--- config.mk ---
export PLATFORM = sky130hd
export DESIGN_NAME = mem_xfer_seq
export DESIGN_NICKNAME = d
export VERILOG_FILES = /design/src/rtl/mxs_pkg.sv /design/src/rtl/mxs_reg.sv /design/src/rtl/mxs_ctrl.sv /design/src/rtl/mem_xfer_seq.sv
export SDC_FILE = /design/constraint.sdc
export NUM_CORES = 1
export LEC_CHECK = 0
export CELL_PAD_IN_SITES_DETAIL_PLACEMENT = 0
export CELL_PAD_IN_SITES_GLOBAL_PLACEMENT = 1
export CORE_ASPECT_RATIO = 0.8
export CORE_MARGIN = 3
export CORE_UTILIZATION = 27
export DETAILED_ROUTE_END_ITERATION = 10
export PLACE_DENSITY = 0.78
export RECOVER_POWER = 25
export SLEW_MARGIN = 20
export SYNTH_ARGS = -nofsm -noshare
export SYNTH_HDL_FRONTEND = slang
export SYNTH_HIERARCHICAL = 1
export SYNTH_SLANG_ARGS = --single-unit
--- constraint.sdc ---
create_clock -name clk -period 1.7 [get_ports clk]
set_input_delay 0.34 -clock clk [delete_from_list [all_inputs] [get_ports clk]]
set_output_delay 0.34 -clock clk [all_outputs]
set_load 0.005 [all_outputs]
--- src/rtl/mxs_pkg.sv ---
package mxs_pkg;

   typedef enum logic [2:0] {
      ST_IDLE  = 3'd0,
      ST_W_DAT = 3'd1,
      ST_W_ADR = 3'd2,
      ST_W_STB = 3'd3,
      ST_R_ADR = 3'd4,
      ST_R_STB = 3'd5,
      ST_FIN   = 3'd6
   } mxs_state_e;

   typedef struct packed {
      logic ld_adr;
      logic ld_dat;
      logic dat_from_mem;
      logic rd;
      logic wr;
      logic busy;
      logic fin;
   } mxs_ctl_t;

endpackage

--- src/rtl/mxs_reg.sv ---
module mxs_reg #(
   parameter int          W         = 8,
   parameter bit          RST_ASYNC = 1'b1,
   parameter logic [W-1:0] RST_VAL  = '0
) (
   input  logic         clk,
   input  logic         rst_n,
   input  logic         ld,
   input  logic [W-1:0] d,
   output logic [W-1:0] q
);

   if (W < 1) begin : g_bad_w
      $error("mxs_reg: W must be at least 1");
   end

   if (RST_ASYNC) begin : g_async
      always_ff @(posedge clk or negedge rst_n) begin
         if (!rst_n)  q <= RST_VAL;
         else if (ld) q <= d;
      end
   end else begin : g_sync
      always_ff @(posedge clk) begin
         if (!rst_n)  q <= RST_VAL;
         else if (ld) q <= d;
      end
   end

endmodule

--- src/rtl/mxs_ctrl.sv ---
module mxs_ctrl
   import mxs_pkg::*;
#(
   parameter bit RST_ASYNC = 1'b1
) (
   input  logic     clk,
   input  logic     rst_n,
   input  logic     req,
   input  logic     we,
   input  logic     ready,
   output mxs_ctl_t ctl
);

   mxs_state_e state_q, state_d;

   always_comb begin
      state_d = state_q;
      unique case (state_q)
         ST_IDLE:  if (req) state_d = we ? ST_W_DAT : ST_R_ADR;
         ST_W_DAT: state_d = ST_W_ADR;
         ST_W_ADR: state_d = ST_W_STB;
         ST_W_STB: if (ready) state_d = ST_FIN;
         ST_R_ADR: state_d = ST_R_STB;
         ST_R_STB: if (ready) state_d = ST_FIN;
         ST_FIN:   state_d = ST_IDLE;
         default:  state_d = ST_IDLE;
      endcase
   end

   if (RST_ASYNC) begin : g_async
      always_ff @(posedge clk or negedge rst_n) begin
         if (!rst_n) state_q <= ST_IDLE;
         else        state_q <= state_d;
      end
   end else begin : g_sync
      always_ff @(posedge clk) begin
         if (!rst_n) state_q <= ST_IDLE;
         else        state_q <= state_d;
      end
   end

   always_comb begin
      ctl              = '0;
      ctl.busy         = (state_q != ST_IDLE);
      ctl.fin          = (state_q == ST_FIN);
      ctl.wr           = (state_q == ST_W_STB);
      ctl.rd           = (state_q == ST_R_STB);
      ctl.ld_adr       = (state_q == ST_W_ADR) || (state_q == ST_R_ADR);
      ctl.dat_from_mem = (state_q == ST_R_STB);
      ctl.ld_dat       = (state_q == ST_W_DAT) || ((state_q == ST_R_STB) && ready);
   end

endmodule

--- src/rtl/mem_xfer_seq.sv ---
module mem_xfer_seq
   import mxs_pkg::*;
#(
   parameter int ADDR_W    = 16,
   parameter int DATA_W    = 32,
   parameter bit RST_ASYNC = 1'b1
) (
   input  logic              clk,
   input  logic              rst_n,
   input  logic              cpu_req,
   input  logic              cpu_we,
   input  logic [ADDR_W-1:0] cpu_addr,
   input  logic [DATA_W-1:0] cpu_wdata,
   output logic [DATA_W-1:0] cpu_rdata,
   output logic              cpu_done,
   output logic              cpu_busy,
   output logic [ADDR_W-1:0] mem_addr,
   output logic [DATA_W-1:0] mem_wdata,
   input  logic [DATA_W-1:0] mem_rdata,
   output logic              mem_rd,
   output logic              mem_wr,
   input  logic              mem_ready
);

   if (ADDR_W < 1 || ADDR_W > 64) begin : g_bad_aw
      $error("mem_xfer_seq: ADDR_W out of range 1..64");
   end
   if (DATA_W < 1 || DATA_W > 64) begin : g_bad_dw
      $error("mem_xfer_seq: DATA_W out of range 1..64");
   end

   mxs_ctl_t          ctl;
   logic [ADDR_W-1:0] adr_q;
   logic [DATA_W-1:0] dat_q;
   logic [DATA_W-1:0] dat_d;

   mxs_ctrl #(.RST_ASYNC(RST_ASYNC)) u_ctrl (
      .clk   (clk),
      .rst_n (rst_n),
      .req   (cpu_req),
      .we    (cpu_we),
      .ready (mem_ready),
      .ctl   (ctl)
   );

   assign dat_d = ctl.dat_from_mem ? mem_rdata : cpu_wdata;

   mxs_reg #(.W(ADDR_W), .RST_ASYNC(RST_ASYNC)) u_adr (
      .clk   (clk),
      .rst_n (rst_n),
      .ld    (ctl.ld_adr),
      .d     (cpu_addr),
      .q     (adr_q)
   );

   mxs_reg #(.W(DATA_W), .RST_ASYNC(RST_ASYNC)) u_dat (
      .clk   (clk),
      .rst_n (rst_n),
      .ld    (ctl.ld_dat),
      .d     (dat_d),
      .q     (dat_q)
   );

   assign mem_addr  = adr_q;
   assign mem_wdata = dat_q;
   assign cpu_rdata = dat_q;
   assign mem_rd    = ctl.rd;
   assign mem_wr    = ctl.wr;
   assign cpu_busy  = ctl.busy;
   assign cpu_done  = ctl.fin;

endmodule

==> run metrics, run 1 <==
post-route antenna net violation count 0; Netlist Area Pre-Place 2997 um^2; Core Area 10530 um^2; cell count after synthesis 195; diodes inserted 0; synthesized area divided by synthesized cell count 15.37 um^2; peak supply drop 0.5859 mV; Synth-to-Final Area Change 62.59%; total placed instance area 4618 um^2; Worst Max-Slew Pin Slew 1.350 ns; PD cells 1692 nW/um^2; Root Buffer clkbuf_16; unique cell type count in the Yosys netlist 18; fraction of the cycle the final worst path needs 101.1%; path class of the lowest-slack min-delay path in -> async; classification of the worst setup path reg -> reg; CTS Hold Bufs 0; met1 wire length 3.251 mm; maximum frequency from static timing analysis 0.5817 GHz; relative slew slack 10.03%; drt first pass iters 4; Post-Layout Inst Area 4872 um^2; die footprint 12410 um^2; dpl hpwl 5.980 mm; gpl congestion 0.6711; max cap viols 0; die extent in x 123.8 um; setup repair after global routing missed its margin yes; y dimension of the die 100.2 um; synthesized flop and latch total 51; WL per Instance 15.85 um; number of top-level design ports 169; count of buffers inserted at the top-level ports 168; R2R cell count 6; Pins Over Slew Limit 0; standard-cell rows 33; most common cell in the synthesized netlist mux2_4; highest net fanout along the worst path 6; Final Routed Wirelength 7.720 mm; first-pass GRT wire length 11.81 mm; clock latency on the worst-skew pair 0.29 ns; routed vias/inst 4.209; clk_skew 0.004033 ns; origin of the critical flop-to-flop path u_ctrl/state_q[1]$_DFFE_PN0P_; outcome finished with violations; Util after Layout 46.27%; failing checks setup timing; count of flip-flops with a built-in enable after synthesis 0; vias in the first global route 2204; clock-pin slew on the worst setup and hold paths 0.06 ns; ys flop type dfrtp_1; Leak Pwr 2.075 nW; TritonCTS clock tree built; number of endpoints with negative hold slack in the final report 0; type of element capturing the critical path flop; final number of setup-violating endpoints 6; maximum count of clock buffers along a single path 2; most area-hungry cell type in the Yosys netlist dfrtp_1; initial DRC count 45; Tmin final 1.719 ns; met2 routed WL 3.606 mm; share of synthesized registers carrying an async set or reset 100.0%; Nets 431; Crit path required time 1.87 ns; overall power 8.245 mW; WL met3 834 um; accumulated negative setup slack -0.09368 ns; worst-case register-to-register setup slack -0.02 ns; H-tree levels 2; residual DRC count 0; hold slack 0.3374 ns; initial standard-cell utilization of the core 28.46%; All-Layer GR Usage 12.22%; area share of the leading cell type in the synthesized netlist 42.59%; total congestion overflow 0; terminus of the critical flop-to-flop path u_dat/q[19]$_DFFE_PN0P_; CTS Buf Count 5; pin count of the biggest net entering global routing 30; synthesized netlist net count 280; post-route setup slack -0.01914 ns; startpoint class of the critical path flop; clock sinks 51; most frequent cells after synthesis mux2_4 (70), dfrtp_1 (51), buf_4 (33); sequential area share after synthesis 42.59%; data arrival at the endpoint of the critical path 1.89 ns; via count 2050; initial antenna violation count 0; share of cells above drive strength 1 34.58%; top routing layer in use met4; biggest area contributors in the synthesized netlist dfrtp_1 (43%), mux2_4 (35%), buf_4 (8.3%); yosys warns 6
==> routing by layer <==
layer / up-vias / global-route usage [%]
met1: 1007 / 15.96
met5: - / 0
met2: 100 / 19.32
met3: 3 / 4.958
met4: 0 / 2.043
li1: 940 / -
==> kinds of logic after synthesis <==
family	synth area share [%]
muxes	38.83
DFF	42.59
buffers and inverters	14.70
and+or+nand+nor	2.422
AOI/OAI and AO/OA	1.461
==> area by class of cell <==
type | instances | area (um^2)
flip-flops and latches | 51 | 1277
well taps | 140 | 175.2
repair buffers | 188 | 1908
clock buffers | 6 | 138.9
clock inverters | 2 | 35.03
multi-input cells | 98 | 1330
inverters | 2 | 7.507
fillers | 939 | 5657
==> critical path, cell delays in order, from the launching register on <==
cell and delay, ns:
dfrtp_2 0.43, nor3b_4 0.22, buf_6 0.13, buf_6 0.12
clkbuf_16 0.16, mux2_4 0.29, mux2_4 0.25
==> placed cells by master, fill, tap and decap left out, types with 2 or more instances in the layout <==
| cell | Yosys | final |
|---|---|---|
| clkbuf_2 | 0 | 3 |
| nand2b_1 | 3 | 2 |
| clkbuf_16 | 0 | 6 |
| buf_12 | 7 | 5 |
| a21oi_1 | 3 | 2 |
| nor2_1 | 3 | 2 |
| nand2_1 | 2 | 2 |
| dfrtp_1 | 51 | 50 |
| buf_4 | 33 | 10 |
| mux2_2 | 10 | 8 |
| buf_6 | 4 | 4 |
| mux2_4 | 70 | 72 |
| clkdlybuf4s50_1 | 0 | 163 |
==> what timing repair did <==
item                                   in CTS  in global routing
endpoints found under the hold margin       0                  0
gates cloned                                0                  1
gates resized for setup                    10                 11
setup endpoints to repair                  11                 41
pin swaps                                   1                  1
setup buffers                               3                  3
==> sequential cells by signal, summed over array words and instances, names as in the netlist <==
register and cells:
u_adr/q 16, u_dat/q 32, u_ctrl/state_q 3
==> per-stage QoR <==
stage	worst slack, ns	cells
after CTS	-0.1723	484
final	-0.01914	487
after global routing	-0.08114	487
after global placement	-0.2529	474
after detailed placement	-0.2590	474
after floorplan	-0.06201	195
==> worst max path at each step <==
stage,slack (ns),to,cells past startpoint,from
after floorplan,-0.06,u_dat/q[0]$_DFFE_PN0P_,7,u_ctrl/state_q[0]$_DFFE_PN0P_
after global placement,-0.25,u_dat/q[31]$_DFFE_PN0P_,5,mem_ready
after detailed placement,-0.26,u_dat/q[29]$_DFFE_PN0P_,5,mem_ready
after CTS,-0.17,cpu_busy,4,u_ctrl/state_q[1]$_DFFE_PN0P_
after global routing,-0.08,u_dat/q[15]$_DFFE_PN0P_,7,u_ctrl/state_q[0]$_DFFE_PN0P_
final,-0.02,u_dat/q[19]$_DFFE_PN0P_,6,u_ctrl/state_q[1]$_DFFE_PN0P_
==> power breakdown <==
part | switching [mW] | internal (mW) | total (mW)
Clock | 0.440 | 0.732 | 1.17
Combinational | 1.34 | 3.38 | 4.72
Sequential | 0.501 | 1.86 | 2.36
Total | 2.28 | 5.97 | 8.25
No activity file was read; power rests on OpenSTA's default activity.
==> inputs of run 2 (changes only) <==
- CAP_MARGIN: default -> 20
- GPL_TIMING_DRIVEN: default -> 0
==> run 2 against run 1 <==
Against the previous run: the flow still finishes with violations (setup timing); count of clock-buffer cells in the layout grew 1; cell area grew 7.6%; hold slack got worse by 0.013 ns; critical path depth grew 1; cell count rose by 8.4%; sequential power hardly changed; setup slack got worse by 0.047 ns; combinational power grew 19%; sequential share of layout area down 1.8 points; first-iteration DRC count rose by 100%; flip-flop and latch count unchanged; largest cell class unchanged; highest routed layer unchanged.
==> run metrics, run 2 (synthesis gave the netlist of run 1 again) <==
count of buffers inserted at the top-level ports 168 (unchanged); setup repair after global routing missed its margin yes; post-route antenna net violation count 0 (unchanged); routed vias/inst 4.152 (-1.4%); startpoint class of the critical path flop; CTS Buf Count 5 (unchanged); die footprint 12410 um^2 (unchanged); via count 2192 (+6.9%); count of fill cells added during filler insertion 942 (+0.32%); proportion of total power due to net switching 26.94% (-0.70 points); clock sinks 51 (unchanged); initial antenna violation count 0 (unchanged); path class of the lowest-slack min-delay path in -> async; die extent in x 123.8 um (unchanged); Final Routed Wirelength 7.914 mm (+2.5%); outcome finished with violations; clock latency on the worst-skew pair 0.29 ns (about the same); total congestion overflow 0 (unchanged); type of element capturing the critical path flop; Root Buffer clkbuf_16; y dimension of the die 100.2 um (unchanged); standard-cell rows 33 (unchanged); drt first pass iters 4 (unchanged); total placed instance area 4856 um^2 (+5.1%); leading cell type in the layout, fill and taps excluded clkdlybuf4s50_1; dpl ws -0.3128 ns (-0.05382 ns); dominant delay contributor by cell family on the critical path buffers and inverters; diodes inserted 0 (unchanged); maximum frequency from static timing analysis 0.5662 GHz (-2.7%); most heavily used metal layer in global routing met2; TritonCTS clock tree built; gpl congestion 0.7489 (+12%); clock share of power 10.9% (-3.3 points); Cells after DPL 503 (+6.1%); initial standard-cell utilization of the core 28.46% (unchanged); H-tree levels 2 (unchanged); Synth-to-Final Area Change 74.95%; internal cell power 6.506 mW (+9.1%); clk_skew 0.006481 ns (+0.002448 ns); pin count of the biggest net entering global routing 52 (+73%); final number of setup-violating endpoints 30 (+24); library cell contributing the largest single delay on the critical path dfrtp_1; PD cells 1699 nW/um^2 (+0.38%); WL per Instance 14.99 um (-5.4%); buffers and inverters on the worst path 4 (+1); Worst Max-Slew Pin Slew 1.287 ns (-0.06211 ns); CTS Hold Bufs 0 (unchanged); Most flops, register u_dat/q; vias in the first global route 2308 (+4.7%); Final Instance Count excl. Fillers 528 (+8.4%); origin of the critical flop-to-flop path u_ctrl/state_q[1]$_DFFE_PN0P_; GR Util met2 19.73% (+0.42 points); relative slew slack 14.17% (+4.1 points); All-Layer GR Usage 12.14% (-0.078 points); Core Area 10530 um^2 (unchanged); met3 GRT Util 4.451% (-0.51 points); Tmin final 1.766 ns (+0.04688 ns); routing usage on met1 15.78% (-0.18 points); first-pass GRT wire length 11.81 mm (unchanged); number of flip-flops in the largest register 32 (unchanged); number of top-level design ports 169 (unchanged); number of endpoints with negative hold slack in the final report 0 (unchanged); dpl hpwl 5.827 mm (-2.6%); delay contributed by the slowest stage of the critical path 0.37 ns (-0.06 ns); Post-Layout Inst Area 5243 um^2 (+7.6%); classification of the worst setup path reg -> reg; fraction of the cycle the final worst path needs 103.9% (+2.8 points); Nets 472 (+9.5%); initial DRC count 92 (+100%); clock-pin slew on the worst setup and hold paths 0.07 ns (about the same); post-route setup slack -0.06602 ns (-0.04688 ns); Pins Over Slew Limit 0 (unchanged); sequential share of power 26.2% (-2.4 points); failing checks setup timing; registers with the highest flip-flop counts u_dat/q (32), u_adr/q (16), u_ctrl/state_q (3); max cap viols 0 (unchanged); peak supply drop 0.6493 mV (+11%); critical path cell sequence buf_6 -> nor3b_4 -> buf_6 -> buf_12 -> clkbuf_16 -> mux2_4 -> mux2_4; share of cells above drive strength 1 41.24% (+6.7 points); Critical path origin u_ctrl/state_q[1]$_DFFE_PN0P_; Sw Pwr 2.399 mW (+5.3%); data arrival at the endpoint of the critical path 1.94 ns (+0.05 ns); Crit path required time 1.87 ns (about the same); residual DRC count 0 (unchanged); maximum count of clock buffers along a single path 2 (unchanged); portion of total power attributed to combinational logic 62.9% (+5.7 points); most used cells in the layout excluding fill and tap cells clkdlybuf4s50_1 (163), mux2_4 (70), dfrtp_1 (49); Leak Pwr 2.286 nW (+10%); highest net fanout along the worst path 5 (-1)
run 2: cell types whose count changed in the layout (fill, tap and decap cells not counted), moves of 2 or more:
cell             change
clkdlybuf4s15_1      +2
buf_12               +4
buf_4               +35
mux2_2               +2
mux2_4               -2
clkbuf_2             -2
run 2: power groups by stage:
stage / Sequential, mW / Clock [mW] / Combinational [mW]
detailed placement: 2.37 / 0 / 5.20
floorplan: 2.33 / 0 / 2.65
global route: 2.43 / 1.07 / 5.96
global placement: 2.35 / 0 / 5.16
CTS: 2.35 / 1.02 / 5.42
finish: 2.33 / 0.973 / 5.60
run 2: routing by layer:
| metal | up-vias | share of wire [%] |
|---|---|---|
| met2 | 103 | 46 |
| met3 | 3 | 10 |
| met5 | - | 0 |
| met1 | 1054 | 43 |
| met4 | 0 | 0.34 |
| li1 | 1032 | - |
run 2: metrics by stage:
step | hold WS, ns | total power [mW] | util [%] | TNS (ns)
final | 0.3247 | 8.906 | 49.79 | -1.035
after global routing | 0.4465 | 9.464 | 49.79 | -2.267
after CTS | 0.1120 | 8.794 | 48.85 | -2.174
after floorplan | 0.04441 | 4.978 | - | -1.860
after detailed placement | 0.4311 | 7.562 | 46.12 | -9.616
after global placement | 0.4896 | 7.518 | 46.14 | -81.04
run 2: path summary, 6_finish.rpt:
path / endpoint / slack (ns) / depth (start not counted)
worst max-delay path: u_dat/q[14]$_DFFE_PN0P_ / -0.07 / 7
worst min register to register: u_adr/q[10]$_DFFE_PN0P_ / 0.51 / 1
min in group clk: u_adr/q[10]$_DFFE_PN0P_ / 0.51 / 1
worst min-delay path: u_dat/q[24]$_DFFE_PN0P_ / 0.32 / 1
max in group asynchronous: u_ctrl/state_q[0]$_DFFE_PN0P_ / 0.50 / 1
worst max register to register: u_dat/q[14]$_DFFE_PN0P_ / -0.07 / 7
run 2: cell type report:
type / count / area, um^2 / share of cell area (%)
Timing Repair Buffer: 186 / 1896 / 36.16
Multi-Input combinational cell: 98 / 1320 / 25.18
Sequential cell: 51 / 1279 / 24.39
Buffer: 43 / 425.4 / 8.115
Tap cell: 140 / 175.2 / 3.341
Clock buffer: 7 / 132.6 / 2.530
Inverter: 2 / 10.01 / 0.1909
Clock inverter: 1 / 5.005 / 0.09547
run 2: repair_timing:
action,4_1_cts,5_1_grt
cloned,2,2
setup buffers,9,6
pin swaps,2,2
endpoints found under the hold margin,0,0
setup endpoints to repair,36,45
resized for setup,16,6
run 2: worst register-to-register path: cells and delay by family (launching register included):
kind	cells	cell delay [ns]
buf+inv	4	0.55
mux	2	0.54
flops	1	0.37
simple gates	1	0.19
